--- config.mk ---
export PLATFORM = sky130hd
export DESIGN_NAME = oc_trip_qualifier
export DESIGN_NICKNAME = d
export VERILOG_FILES = /design/src/rtl/oc_trip_pkg.sv /design/src/rtl/oc_edge_det.sv /design/src/rtl/oc_blank_timer.sv /design/src/rtl/oc_trip_latch.sv /design/src/rtl/oc_trip_qualifier.sv
export SDC_FILE = /design/constraint.sdc
export NUM_CORES = 1
export LEC_CHECK = 0
export BUFFER_PORTS_ARGS = -buffer_cell sky130_fd_sc_hd__buf_4
export CORE_MARGIN = 3
export CORE_UTILIZATION = 54
export DETAILED_ROUTE_END_ITERATION = 8
export HOLD_SLACK_MARGIN = 0.08
export PLACE_DENSITY = 0.88
export SYNTH_ARGS = -nofsm -noshare
export SYNTH_HDL_FRONTEND = slang
export SYNTH_SLANG_ARGS = --single-unit
--- constraint.sdc ---
create_clock -name clk_i -period 2.2 [get_ports clk_i]
set_input_delay 0.22 -clock clk_i [delete_from_list [all_inputs] [get_ports clk_i]]
set_output_delay 0.22 -clock clk_i [all_outputs]
set_load 0.1 [all_outputs]
--- src/rtl/oc_trip_pkg.sv ---
package oc_trip_pkg;
  typedef enum logic [1:0] {
    REASON_NONE    = 2'd0,
    REASON_LIVE    = 2'd1,
    REASON_LATCHED = 2'd2
  } trip_reason_e;
endpackage

--- src/rtl/oc_edge_det.sv ---
module oc_edge_det #(
  parameter bit RISING = 1'b1
) (
  input  logic clk_i,
  input  logic rst_ni,
  input  logic sig_i,
  output logic edge_o
);
  logic prev_q;

  always_ff @(posedge clk_i) begin
    if (!rst_ni) prev_q <= 1'b0;
    else         prev_q <= sig_i;
  end

  generate
    if (RISING) begin : g_rise
      assign edge_o = sig_i & ~prev_q;
    end else begin : g_fall
      assign edge_o = ~sig_i & prev_q;
    end
  endgenerate
endmodule

--- src/rtl/oc_blank_timer.sv ---
module oc_blank_timer #(
  parameter int DLY_W = 16
) (
  input  logic             clk_i,
  input  logic             rst_ni,
  input  logic             start_i,
  input  logic [DLY_W-1:0] load_i,
  output logic             active_o,
  output logic             expire_o
);
  localparam logic [DLY_W-1:0] ONE = DLY_W'(1);

  logic [DLY_W-1:0] cnt_q;
  logic             active_q;

  always_ff @(posedge clk_i) begin
    if (!rst_ni) begin
      cnt_q    <= '0;
      active_q <= 1'b0;
    end else if (start_i && !active_q) begin
      cnt_q    <= (load_i == '0) ? ONE : load_i;
      active_q <= 1'b1;
    end else if (active_q) begin
      if (cnt_q == ONE) active_q <= 1'b0;
      else              cnt_q    <= cnt_q - ONE;
    end
  end

  assign active_o = active_q;
  assign expire_o = active_q && (cnt_q == ONE);
endmodule

--- src/rtl/oc_trip_latch.sv ---
module oc_trip_latch
  import oc_trip_pkg::*;
(
  input  logic clk_i,
  input  logic rst_ni,
  input  logic expire_i,
  input  logic live_i,
  input  logic seen_i,
  input  logic clear_i,
  output logic shutdown_o,
  output logic live_flag_o,
  output logic latched_flag_o
);
  trip_reason_e reason_q;

  always_ff @(posedge clk_i) begin
    if (!rst_ni) begin
      reason_q <= REASON_NONE;
    end else if (reason_q == REASON_NONE) begin
      if (expire_i && live_i)      reason_q <= REASON_LIVE;
      else if (expire_i && seen_i) reason_q <= REASON_LATCHED;
    end else if (clear_i && !live_i) begin
      reason_q <= REASON_NONE;
    end
  end

  assign shutdown_o     = (reason_q != REASON_NONE);
  assign live_flag_o    = (reason_q == REASON_LIVE);
  assign latched_flag_o = (reason_q == REASON_LATCHED);
endmodule

--- src/rtl/oc_trip_qualifier.sv ---
module oc_trip_qualifier #(
  parameter int DLY_W = 16
) (
  input  logic             clk_i,
  input  logic             rst_ni,
  input  logic             lvl1_i,
  input  logic             lvl2_i,
  input  logic [DLY_W-1:0] delay_i,
  input  logic             clear_i,
  output logic             shutdown_o,
  output logic             window_o,
  output logic             trip_live_o,
  output logic             trip_latched_o
);
  logic lvl1_rise;
  logic win_active;
  logic win_expire;
  logic start;
  logic seen_q;
  logic sd;

  oc_edge_det #(.RISING(1'b1)) u_edge (
    .clk_i  (clk_i),
    .rst_ni (rst_ni),
    .sig_i  (lvl1_i),
    .edge_o (lvl1_rise)
  );

  assign start = lvl1_rise && !win_active && !sd;

  oc_blank_timer #(.DLY_W(DLY_W)) u_timer (
    .clk_i    (clk_i),
    .rst_ni   (rst_ni),
    .start_i  (start),
    .load_i   (delay_i),
    .active_o (win_active),
    .expire_o (win_expire)
  );

  // Remember masked second-level activity from the event cycle onward.
  always_ff @(posedge clk_i) begin
    if (!rst_ni)         seen_q <= 1'b0;
    else if (start)      seen_q <= lvl2_i;
    else if (win_active) seen_q <= seen_q | lvl2_i;
  end

  oc_trip_latch u_latch (
    .clk_i          (clk_i),
    .rst_ni         (rst_ni),
    .expire_i       (win_expire),
    .live_i         (lvl2_i),
    .seen_i         (seen_q),
    .clear_i        (clear_i),
    .shutdown_o     (sd),
    .live_flag_o    (trip_live_o),
    .latched_flag_o (trip_latched_o)
  );

  assign shutdown_o = sd;
  assign window_o   = win_active;
endmodule

==> impl_metrics.ini <==
[synth]
syn_nets = 179
yosysTopAreaCell = dfxtp_1
synth_fa_ha_area_frac = 0.01899
ys_top_cells_by_area = dfxtp_1, o21ai_0, nor2_1
yosysUniqueCellTypes = 47
synth_edf_count = 0
synth_top_family_by_area = simple AND/OR/NAND/NOR gates
post-synth-top-area-fraction = 0.3191
async_flop_share = 0
synthesis.area_um2 = 1318
synthFlopType = dfxtp_1
synthCells = 156
seq_area_frac_synth = 0.3191
synth-compound-area-share = 0.2536
ys_ff_latch = 21
synth_xor_area_frac = 0
yosys.area_share.simple = 0.3352
synth_area_per_cell_um2 = 8.446
yosysWarnings = 0
synthMuxAreaShare = 0.008547

[routing]
first_iter_violations = 59
via_per_inst = 6.734
firstDrtPassIters = 4
drt-wirelength-per-cell_um = 18.04
drc = 0
ant_nets = 0
wirelength_mm = 3.860
vias = 1441

[setup_path]
cpLargestDelayFamily = compound AO/OA/AOI/OAI gates
critical_path_buf_inv_count = 0
worstSetupPathType = flip-flop to flip-flop
cp-start-kind = flip-flop
crit_slowest_cell = or4b_4
critPathMaxStageDelay_ns = 0.51
worstPathRequired_ns = 2.41
arrival_ns = 2.34
endpoint_kind = flip-flop
cp_max_fo = 11
path_cells = ha_1 > or4b_4 > o41a_1 > a311oi_1 > nor3_1

[sta]
fin_crit_sh = 0.9714
final_hold_viol_count = 0
finClkSkew_ns = 0.01262
fin_tns_setup_ns = 0
rsz0062_at_grt = false
hold_ws_ns = 0.1629
min_period_ns = 2.137
setup_viol = 0
worstMarginPinSlew_ns = 0.5251
slew_viol_final = 0
setup_ws_ns = 0.06289
max_freq_ghz = 0.4679
relSlewSlack = 0.6500

[global_routing]
grtUsageMet1 = 0.2959
overflow = 0
met2_usage = 0.4291
grt_use_total = 0.2496
use_met3 = 0.04907
grt_pass1_vias = 1430
grt_busiest_layer = met2
grt_start_max_net_pins = 23
grt_pass1_wl_mm = 6.361
grt_antenna_before_repair = 0

[status]
status = completed

[power_and_ir_drop]
p_per_area_nw_per_um2 = 653.5
leakagePower_nw = 0.6031
peakVddDrop_uv = 445.8
finalPower_mw = 1.033

[clocking]
htree_levels = 1
clock_sinks = 21
clk_transition_reported_paths_ns = 0.13
insertion_delay_ns = 0.30
numCtsBuffers = 3
cts_tree = built
root_buffer = clkbuf_4
cts_max_path_buffers = 2

[placement]
preCtsSetupSlack_ns = 0.03000
postPlaceCellArea_um2 = 1535
gp_congestion = 0.9778
dp_hpwl_mm = 2.906
portBuffers = 24

[finish]
area_growth_pct = 20.04
multi_input_area_um2 = 824.5
layout_commonest_cell = buf_4
antennaDiodeCount = 0
layout_common_cells = buf_4, dfxtp_1, nor2_1, o21ai_0, nor4_1
fillers = 183
nNetsFinal = 210
regArea_um2 = 421.7
fin_area_um2 = 1582
drive_above_1_share = 0.2581

[floorplan]
rows = 17
start_util = 0.5844
die_h_um = 55.40
die_area_um2 = 3069
ios = 25
core-area_um2 = 2255
die_x_um = 55.40

[flow_run]
max_cap_violations = 0

[min_path]
hold_path_class = input port to flip-flop
cells by family after synthesis:
group / count (synthesis)
AO/OA/AOI/OAI: 47
multiplexers: 1
flip-flops: 21
AND/OR/NAND/NOR: 72
adder cells (fa/ha/maj): 2
buffers and inverters: 13
stage by stage:
| step | util | std cells |
|---|---|---|
| 6_report | 0.7014 | 214 |
| 2_1_floorplan | - | 156 |
| 5_1_grt | 0.7014 | 214 |
| 3_3_place_gp | 0.6809 | 209 |
| 4_1_cts | 0.6926 | 213 |
| 3_5_place_dp | 0.6809 | 209 |
per-layer routing:
layer	wire length, µm	part of all wire	vias to the layer above
li1	-	-	680
met1	1573	0.41	670
met2	1907	0.49	79
met3	265	0.069	12
met4	112	0.029	0
met5	0	0	-
synthesized netlist by cell type, types with 2 or more instances:
cell / number
ha_1: 2
buf_4: 2
a21oi_1: 7
nand4b_1: 5
nand2b_1: 2
o21ai_0: 12
dfxtp_1: 21
a211oi_1: 2
o31ai_1: 3
and2_1: 2
clkbuf_1: 2
a31oi_1: 7
or4_1: 3
nand3_1: 5
clkbuf_8: 2
nand2_1: 6
o211ai_1: 2
a311oi_1: 4
or4_4: 2
or3_1: 4
nor3_1: 6
nor4_1: 8
nand4_1: 3
and3_1: 3
o41ai_1: 2
nor2_1: 14
inv_1: 4
nor2b_1: 2
layout make-up:
| cell class | instances | share of cell area |
|---|---|---|
| inverter | 5 | 0.01187 |
| clock buffer | 4 | 0.01661 |
| sequential | 21 | 0.2666 |
| tap | 28 | 0.02215 |
| multi-input combinational | 122 | 0.5214 |
| timing repair buffer | 34 | 0.1614 |
registers in the layout (all words and copies together) (netlist names):
| name | cells |
|---|---|
| u_timer.cnt_q | 16 |
| u_timer.active_o | 1 |
| u_latch.reason_q | 2 |
| u_edge.prev_q | 1 |
| seen_q | 1 |
worst paths after layout:
check	start	endpoint	slack (ns)	cells past startpoint
setup / recovery	u_timer.cnt_q[0]	u_timer.cnt_q[5]	0.06	5
hold / removal	lvl1_i	u_edge.prev_q	0.16	2
setup reg to reg	u_timer.cnt_q[0]	u_timer.cnt_q[5]	0.06	5
hold reg to reg	seen_q	seen_q	0.51	2
report_power, final:
part	internal, mW	leakage (nW)	total (mW)	switching, mW
combinational	0.159	0.415	0.376	0.217
sequential	0.418	0.174	0.465	0.0469
clock	0.0706	0.0150	0.192	0.122
total	0.648	0.603	1.03	0.386
timing repair:
item                       CTS  global route
gates resized for setup      0             2
setup endpoints to repair    0             8
hold buffers                 0             0
setup buffers                0             1
Note: power is estimated with default switching activity, not from simulation.
